### src/rtl/eeprom_toggle_status.sv
module eeprom_toggle_status #(
  parameter int ADDR_W       = 6,
  parameter int WRITE_CYCLES = 20
) (
  input  logic              clk,
  input  logic              rst_n,
  input  logic              rd_en,
  input  logic [ADDR_W-1:0] rd_addr,
  output logic [7:0]        rd_data,
  input  logic              wr_en,
  input  logic [ADDR_W-1:0] wr_addr,
  input  logic [7:0]        wr_data,
  output logic              busy
);
  localparam int DEPTH = 1 << ADDR_W;
  localparam int CW    = $clog2(WRITE_CYCLES + 1);

  logic [7:0]    mem [DEPTH];
  logic [CW-1:0] cnt;
  logic [7:0]    last_wr;
  logic          tog;
  logic          accept;

  assign busy   = (cnt != '0);
  assign accept = wr_en && !busy;

  always_ff @(posedge clk) begin
    if (!rst_n) begin
      cnt     <= '0;
      last_wr <= '0;
      tog     <= 1'b0;
      rd_data <= '0;
      for (int i = 0; i < DEPTH; i++) mem[i] <= '0;
    end else begin
      if (rd_en) rd_data <= busy ? {~last_wr[7], tog, 6'b0} : mem[rd_addr];
      if (accept) begin
        mem[wr_addr] <= wr_data;
        last_wr      <= wr_data;
        cnt          <= CW'(WRITE_CYCLES);
        tog          <= 1'b0;
      end else begin
        if (busy) cnt <= cnt - 1'b1;
        if (busy && rd_en) tog <= ~tog;
      end
    end
  end

  AST_BUSY_FROM_WRITE: assert property (@(posedge clk) disable iff (!rst_n)
    $rose(busy) |-> $past(wr_en));
  AST_READ_HOLD: assert property (@(posedge clk) disable iff (!rst_n)
    !rd_en |=> $stable(rd_data));
  AST_LOW_BITS_ZERO: assert property (@(posedge clk) disable iff (!rst_n)
    (busy && rd_en) |=> rd_data[5:0] == 6'b0);
  AST_FIRST_TOG_ZERO: assert property (@(posedge clk) disable iff (!rst_n)
    ($rose(busy) && rd_en) |=> !rd_data[6]);
  AST_TOG_ALTERNATES: assert property (@(posedge clk) disable iff (!rst_n)
    (busy && rd_en && $past(busy && rd_en)) |=> rd_data[6] != $past(rd_data[6]));
  AST_NO_RESTART: assert property (@(posedge clk) disable iff (!rst_n)
    busy |=> (!busy || cnt < $past(cnt)));
endmodule

### config.mk
export PLATFORM = sky130hd
export DESIGN_NAME = eeprom_toggle_status
export DESIGN_NICKNAME = d
export VERILOG_FILES = /design/src/rtl/eeprom_toggle_status.sv
export SDC_FILE = /design/constraint.sdc
export NUM_CORES = 1
export LEC_CHECK = 0
export BUFFER_PORTS_ARGS = -buffer_cell sky130_fd_sc_hd__buf_2
export CORE_MARGIN = 5
export CORE_UTILIZATION = 25
export CTS_BUF_LIST = sky130_fd_sc_hd__clkbuf_16
export DETAILED_ROUTE_END_ITERATION = 8
export PLACE_DENSITY = 0.5
export SETUP_SLACK_MARGIN = 0.2
export SLEW_MARGIN = 5
export SYNTH_ARGS = -nofsm -noshare
export SYNTH_HDL_FRONTEND = slang
export SYNTH_SLANG_ARGS = --single-unit
### constraint.sdc
create_clock -name clk -period 3.3 [get_ports clk]
set_input_delay 0.165 -clock clk [delete_from_list [all_inputs] [get_ports clk]]
set_output_delay 0.165 -clock clk [all_outputs]
set_load 0.02 [all_outputs]
---- After elaboration in Yosys (flattened, before gate mapping) ----
Memory sizes are Yosys's and may differ from the RTL's.
Cells that the tools add are included.
storage, ports and cells
  register bits ........................... 22
  bits in writable memories ............... 512
  input port bits ......................... 24
  output and inout port bits .............. 9
  logic and storage cells ................. 27
  memories kept ........................... 1
memory list
  name  depth  width  read ports  clocked after Yosys merged registers in  wr ports  line  RTL
  mem   64     8      1           0                                        64        18    logic [7:0] mem [DEPTH];
cells by class
  $add $sub $neg .......................... 1
  muxes and demuxes ....................... 10
  bitwise gates (word level) .............. 3
  reductions and logical operators ........ 7
operator list
  operator               count
  $mux W8                2
  $mux W5                2
  $reduce_or A8 Y1       1
  $mux W6                1
  $mux W1                5
  $reduce_bool A5 Y1     1
  $sub A5 B1 Y5 const B  1
  $not A1 Y1             3
  $logic_and A1 B1 Y1    2
  $reduce_bool A2 Y1     1
  $reduce_or A2 Y1       1
  $logic_not A1 Y1       1

---- Longest topological paths before layout ----
Gate-level depths: netlist of run 1.
  depth in word-level cells ............... 8
  depth in mapped cells ................... 10
  mapped depth without buffers ............ 8

---- Worst setup path after synthesis of run 1 ----
No wires, ideal clock.
  path type ............................... register -> register
  start point ............................. reg cnt[0]
  end point ............................... mem mem[41][0] (enable)
  library setup time ...................... 384 ps
  arrival ................................. 2384 ps
  required time ........................... 2916 ps
  path slack .............................. 532 ps
  stages on the path, launching flop included .. 9
  path buffers ............................ 1
  period minus slack after synthesis ...... 2768 ps
  cells stage by stage .................... dfxtp_1 -> inv_1 -> ha_1 -> nor4b_4 -> inv_2 -> nor3_1 -> nand3_1 -> buf_2 -> o21ai_0
RTL lines
  item                    line  RTL
  from (decl)             19    logic [CW-1:0] cnt;
  from (signal assigned)  39    cnt <= CW'(WRITE_CYCLES);
  from (signal assigned)  42    if (busy) cnt <= cnt - 1'b1;
  to (decl)               18

==> impl_metrics.env, run 1 <==
export IMPL_drt_initial_drc_count=1331
export IMPL_synth_top_family_by_area="simple AND/OR/NAND/NOR gates"
export IMPL_drv_slew=0
export IMPL_vias=14000
export IMPL_portBuffers=32
export IMPL_maxCapViolations=0
export IMPL_reg2reg_depth=8
export IMPL_worst_pin_slew_ns=1.07
export IMPL_layout_cells_most_common="and2_1"
export IMPL_grt_max_degree=65
export IMPL_layout_nets=1751
export IMPL_cts_root_buf="clkbuf_16"
export IMPL_critPathLaunchType="flip-flop"
export IMPL_gr_total_overflow=0
export IMPL_grt_pass1_vias=14300
export IMPL_multi_input_comb_area_sq_mm=0.00812
export IMPL_cts_tree="built"
export IMPL_critPathMaxStageDelay_ns=0.67
export IMPL_drt_first_pass_iters=5
export IMPL_grt_pass1_wl_um=101000
export IMPL_area_growth_pct=17.5
export IMPL_crit_type="flip-flop to flip-flop"
export IMPL_dpl_hpwl_um=46200
export IMPL_clock_skew_ns=0.0237
export IMPL_synth_compound_area_frac=0.0350
export IMPL_mostFrequentLayoutCells="and2_1, edfxtp_1, mux4_2"
export IMPL_pin_count=33
export IMPL_synthArstFlopShare=0
export IMPL_syn_nets=1661
export IMPL_layout_min_cycle_time_ns=3.00
export IMPL_path_buf_inv=2
export IMPL_fin_crit_sh=0.909
export IMPL_power_density_mw_per_mm2=554
export IMPL_cp_slowest_cell="nor2_1"
export IMPL_synth_top_flop_cell="edfxtp_1"
export IMPL_rows=114
export IMPL_synth_edf_count=512
export IMPL_relSlewSlack=0.288
export IMPL_fin_setup_tns_ns=0
export IMPL_cts_clk_slew_worst_paths_ns=0.06
export IMPL_whs_ns=0.0505
export IMPL_cp_arrival_ns=3.48
export IMPL_ff2ff_setup_slack_ns=0.30
export IMPL_cts_made_buffers=58
export IMPL_cp_top_family="simple AND/OR/NAND/NOR gates"
export IMPL_r2r_end="mem[39][7]"
export IMPL_drive_gt1_frac=0.226
export IMPL_fmax_ghz=0.333
export IMPL_yosys_warnings=0
export IMPL_finalWirelength_um=68900
export IMPL_synthAdderAreaFrac=0.000514
export IMPL_min_to="rd_data[5]"
export IMPL_gp_congestion=0.840
export IMPL_initial_utilization=0.252
export IMPL_path_max_fanout=16
export IMPL_synth_seq_cells=527
export IMPL_ir_drop_v=0.000439
export IMPL_place_ws_ns=0.332
export IMPL_clk_latency_ns=0.62
export IMPL_worst_slack_ns=0.300
export IMPL_placed_cells=2940
export IMPL_synthXorXnorAreaFrac=0.000360
export IMPL_hold_viol=0
export IMPL_p_total_mw=15.9
export IMPL_placed_area_sq_mm=0.0266
export IMPL_h_tree_depth=2
export IMPL_worstPathCellList="inv_1 > ha_1 > nor4b_4 > inv_2 > nor3_1 > nand2_1 > nor2_1 > and2_1"
export IMPL_nFillCells=9725
export IMPL_die_x_um=322
export IMPL_cts_buffer_depth=3
export IMPL_seq_area_sq_mm=0.0157
export IMPL_final_util=0.296
export IMPL_cts_num_sinks=527
export IMPL_postSynthCellCount=1636
export IMPL_die_area_sq_mm=0.104
export IMPL_core_area_sq_mm=0.0967
export IMPL_antenna_found_initial=6
export IMPL_min_path_cells=3
export IMPL_track_usage=0.131
export IMPL_worst_setup_path_end_kind="flip-flop"
export IMPL_critPathRequiredTime_ns=3.78
export IMPL_synth_distinct_cells=46
export IMPL_antenna_left=0
export IMPL_drc=0
export IMPL_synthSimpleGateAreaFrac=0.165
export IMPL_fin_cells=3054
export IMPL_reg2reg_from="cnt[0]"
export IMPL_status="finished, final reports clean"
export IMPL_synth_seq_area_share=0.644
export IMPL_final_cell_area_sq_mm=0.0286
export IMPL_postCtsSetupBuffers=0
export IMPL_synth_area_sq_mm=0.0244
export IMPL_rsz0062_at_grt="true"
export IMPL_post_drt_via_cell_ratio=4.58
export IMPL_synthMuxAreaShare=0.132
export IMPL_leakagePower_nw=10.2
export IMPL_hp_class="primary input to flip-flop"
export IMPL_drt_wirelength_per_cell_um=22.6
export IMPL_fp_dieH_um=322
export IMPL_final_setup_viol_count=0
export IMPL_synth_area_per_cell_sq_um=14.9
export IMPL_worstHoldStart="rd_addr[5]"
routing by layer:
metal / part of all wire / vias up / wire length [um] / global-route usage
met3: 0.075 / 106 / 5160 / 0.0290
li1: - / 6233 / - / -
met4: 0.026 / 6 / 1790 / 0.0359
met5: 0.00065 / - / 45 / 0
met2: 0.46 / 484 / 31700 / 0.207
met1: 0.44 / 7162 / 30200 / 0.184
cell type report:
| cell class | count | area share |
|---|---|---|
| multi-input combinational | 974 | 0.284 |
| tap | 1276 | 0.0558 |
| inverter | 7 | 0.000918 |
| sequential | 527 | 0.548 |
| antenna | 2 | 0.000175 |
| timing repair buffer | 158 | 0.0428 |
| clock buffer | 61 | 0.0533 |
| clock inverter | 49 | 0.0157 |
worst max-delay path by stage:
stage | startpoint | end | cells after the start
after floorplan | cnt[0] | mem[41][0] | 8
after global routing | cnt[0] | mem[36][6] | 8
after detailed placement | cnt[0] | mem[4][5] | 8
final | cnt[0] | mem[39][7] | 8
after CTS | cnt[0] | mem[4][1] | 8
after global placement | cnt[0] | mem[4][3] | 8
logic make-up (layout without fill, tap and decap cells):
group,Yosys count,in the layout
other,0,2
muxes,158,158
DFF,527,527
xor gates and xnor gates,1,1
AOI/OAI and AO/OA,136,136
adders and majority gates,1,1
and+or+nand+nor,678,678
buffers and inverters,135,275
state kept, by name (all words and copies together), names as in the netlist:
| signal | cells |
|---|---|
| cnt | 5 |
| last_wr | 1 |
| mem | 512 |
| rd_data | 8 |
| tog | 1 |
tightest hold or removal path, stage by stage:
cell,delay [ns]
buf_2,0.23
nand3_1,0.13
nand4_1,0.07
report_power, final:
group          switching [mW]  internal, mW
sequential              0.129          7.59
combinational           0.907         0.537
clock                    2.74          3.96
cell usage after synthesis (all sizes together), types with 2 or more instances:
cell / number / area [sq um]
a21boi: 3 / 22.5
or3: 4 / 25.0
nor2: 79 / 357
a22oi: 23 / 173
o21ai: 77 / 385
o2bb2ai: 2 / 17.5
a21oi: 2 / 10.0
dfxtp: 15 / 300
and2: 517 / 3230
a22o: 3 / 26.3
a221oi: 9 / 78.8
edfxtp: 512 / 15400
o2111ai: 2 / 17.5
mux2: 6 / 67.6
nand2: 36 / 135
inv: 7 / 26.3
nand3: 15 / 75.1
a211oi: 4 / 30.0
buf: 40 / 215
nand3b: 4 / 30.0
mux4: 130 / 2930
a32oi: 5 / 43.8
nor3: 5 / 30.0
nor2b: 12 / 75.1
clkbuf: 88 / 330
mux2i: 22 / 220
repair_timing:
item                       CTS  global route
hold buffers                 2             0
gates resized for setup      0             6
hold endpoints to repair     5             0
setup endpoints to repair    0            59
No activity file was read; power rests on OpenSTA's default activity.
==> run 2, diff against run 1 <==
- CORE_UTILIZATION: 25 -> 23
- PLACE_DENSITY: 0.5 -> 0.47
==> run 2 against run 1 <==
Compared with the run above: first-iteration DRC count shrank 0.53%; cell count is 3.3% higher; via count shrank 0.87%; register-to-register slack improved by 0.23 ns; largest cell class unchanged; clock skew decreased by 0.0038 ns; sequential cell count did not move; worst setup slack gained 0.23 ns; non-clock buffer count decreased by 11; routed wire length increased by 2.1%; sequential power is essentially flat; combinational power about the same; worst hold slack worse by 0.0050 ns; critical path type unchanged.
==> impl_metrics.env, run 2 (synthesis results as in run 1) <==
export IMPL_status="finished, final reports clean"
export IMPL_fmax_ghz=0.361
export IMPL_post_drt_via_cell_ratio=4.40
export IMPL_dpl_hpwl_um=45900
export IMPL_rsz0062_at_grt="false"
export IMPL_cts_made_buffers=57
export IMPL_drt_first_pass_iters=5
export IMPL_p_int_mw=11.8
export IMPL_cp_arrival_ns=3.09
export IMPL_finalWirelength_um=70300
export IMPL_gr_total_overflow=0
export IMPL_layout_cells_most_common="and2_1"
export IMPL_cts_buffer_depth=3
export IMPL_p_sw_mw=3.71
export IMPL_final_setup_viol_count=0
export IMPL_seq_area_sq_mm=0.0157
export IMPL_drc=0
export IMPL_placed_cells=3044
export IMPL_grt_pass1_wl_um=103000
export IMPL_area_growth_pct=17.1
export IMPL_layout_min_cycle_time_ns=2.77
export IMPL_worst_setup_path_end_kind="flip-flop"
export IMPL_leakagePower_nw=10.1
export IMPL_layout_nets=1739
export IMPL_portBuffers=32
export IMPL_gp_congestion=0.805
export IMPL_initial_utilization=0.231
export IMPL_pin_count=33
export IMPL_h_tree_depth=2
export IMPL_fp_dieH_um=335
export IMPL_critPathLaunchType="flip-flop"
export IMPL_whs_ns=0.0455
export IMPL_drt_wirelength_per_cell_um=22.3
export IMPL_antenna_found_initial=5
export IMPL_fin_cells=3155
export IMPL_clk_latency_ns=0.61
export IMPL_fin_crit_sh=0.838
export IMPL_fin_setup_tns_ns=0
export IMPL_rows=119
export IMPL_antenna_left=0
export IMPL_die_x_um=335
export IMPL_power_density_mw_per_mm2=544
export IMPL_sequentialPowerShare=0.498
export IMPL_multi_input_comb_area_sq_mm=0.00811
export IMPL_reg_top3="mem: 512 flops, rd_data: 8 flops, cnt: 5 flops"
export IMPL_cts_root_buf="clkbuf_16"
export IMPL_relSlewSlack=0.195
export IMPL_maxCapViolations=0
export IMPL_sw_frac_of_total=0.239
export IMPL_die_area_sq_mm=0.113
export IMPL_nFillCells=10600
export IMPL_crit_type="flip-flop to flip-flop"
export IMPL_cts_clk_slew_worst_paths_ns=0.06
export IMPL_hp_class="primary input to flip-flop"
export IMPL_clock_skew_ns=0.0199
export IMPL_track_usage=0.124
export IMPL_vias=13900
export IMPL_path_max_fanout=12
export IMPL_critPathRequiredTime_ns=3.63
export IMPL_drive_gt1_frac=0.211
export IMPL_mostFrequentLayoutCells="and2_1, edfxtp_1, mux4_2"
export IMPL_largest_reg_flops=512
export IMPL_cts_tree="built"
export IMPL_worst_pin_slew_ns=1.21
export IMPL_cts_num_sinks=527
export IMPL_drt_initial_drc_count=1324
export IMPL_drv_slew=0
export IMPL_regMostFlops="mem"
export IMPL_grt_max_degree=66
export IMPL_core_area_sq_mm=0.105
export IMPL_combPwrFrac=0.092
export IMPL_hold_viol=0
export IMPL_ir_drop_v=0.000294
export IMPL_grt_pass1_vias=14400
export IMPL_p_clk_frac=0.409
## run 2: changes by cell type in the layout (fill, tap and decap cells not counted)
cell / change
nor2_1: +6
diode_2: +3
buf_2: -2
bufinv_16: -2
clkinv_1: +7
buf_12: -2
nor2_2: -6
buf_4: -7
o21ai_0: -2
o21ai_1: +2
clkbuf_16: -2
clkinv_4: -1
clkinv_2: -4
clkinvlp_4: -4
## run 2: stage by stage
step	power [mW]	utilization	setup WS, ns	area [sq um]
after floorplan	8.66	-	0.532	24400
after global placement	9.30	0.253	0.545	26700
after detailed placement	9.32	0.253	0.468	26700
after CTS	15.7	0.271	0.461	28500
after global routing	16.1	0.271	0.254	28500
final	15.5	0.271	0.533	28500
## run 2: layer usage
layer	up-vias	share of wire	GRT usage
li1	6202	-	-
met1	7162	0.46	0.177
met2	421	0.45	0.193
met3	84	0.065	0.0253
met4	0	0.022	0.0327
met5	-	0	0
## run 2: layout make-up
class	count	area share
sequential	527	0.550
multi-input combinational	974	0.284
tap	1391	0.0610
clock buffer	59	0.0518
timing repair buffer	147	0.0394
clock inverter	45	0.0125
inverter	7	0.000921
antenna	5	0.000439
## run 2: final timing paths
path              start         end  slack, ns  cells after the start
max              cnt[0]  mem[12][3]       0.53                      9
min          rd_addr[4]  rd_data[4]       0.05                      4
max reg2reg      cnt[0]  mem[12][3]       0.53                      9
min reg2reg  last_wr[7]  last_wr[7]       0.50                      2
## run 2: power groups by stage
stage	clock network [mW]	registers [mW]	logic [mW]
after floorplan	0	7.82	0.840
after global routing	6.78	7.75	1.54
after CTS	6.51	7.73	1.45
after global placement	0	7.86	1.44
final	6.35	7.73	1.43
after detailed placement	0	7.87	1.45
## run 2: timing repair
item,CTS,global route
endpoints found under the hold margin,5,0
hold buffers,2,0
gates resized for setup,0,2
buffers inserted,0,0
endpoints found under the setup margin,0,10
## run 2: critical path, stage by stage (launching register included)
cell and delay (ns):
dfxtp_1 0.32, inv_1 0.09, ha_1 0.19, nor4b_4 0.24
inv_2 0.15, nor3_1 0.35, nand2_1 0.38, buf_4 0.29
o21ai_0 0.26, buf_4 0.20
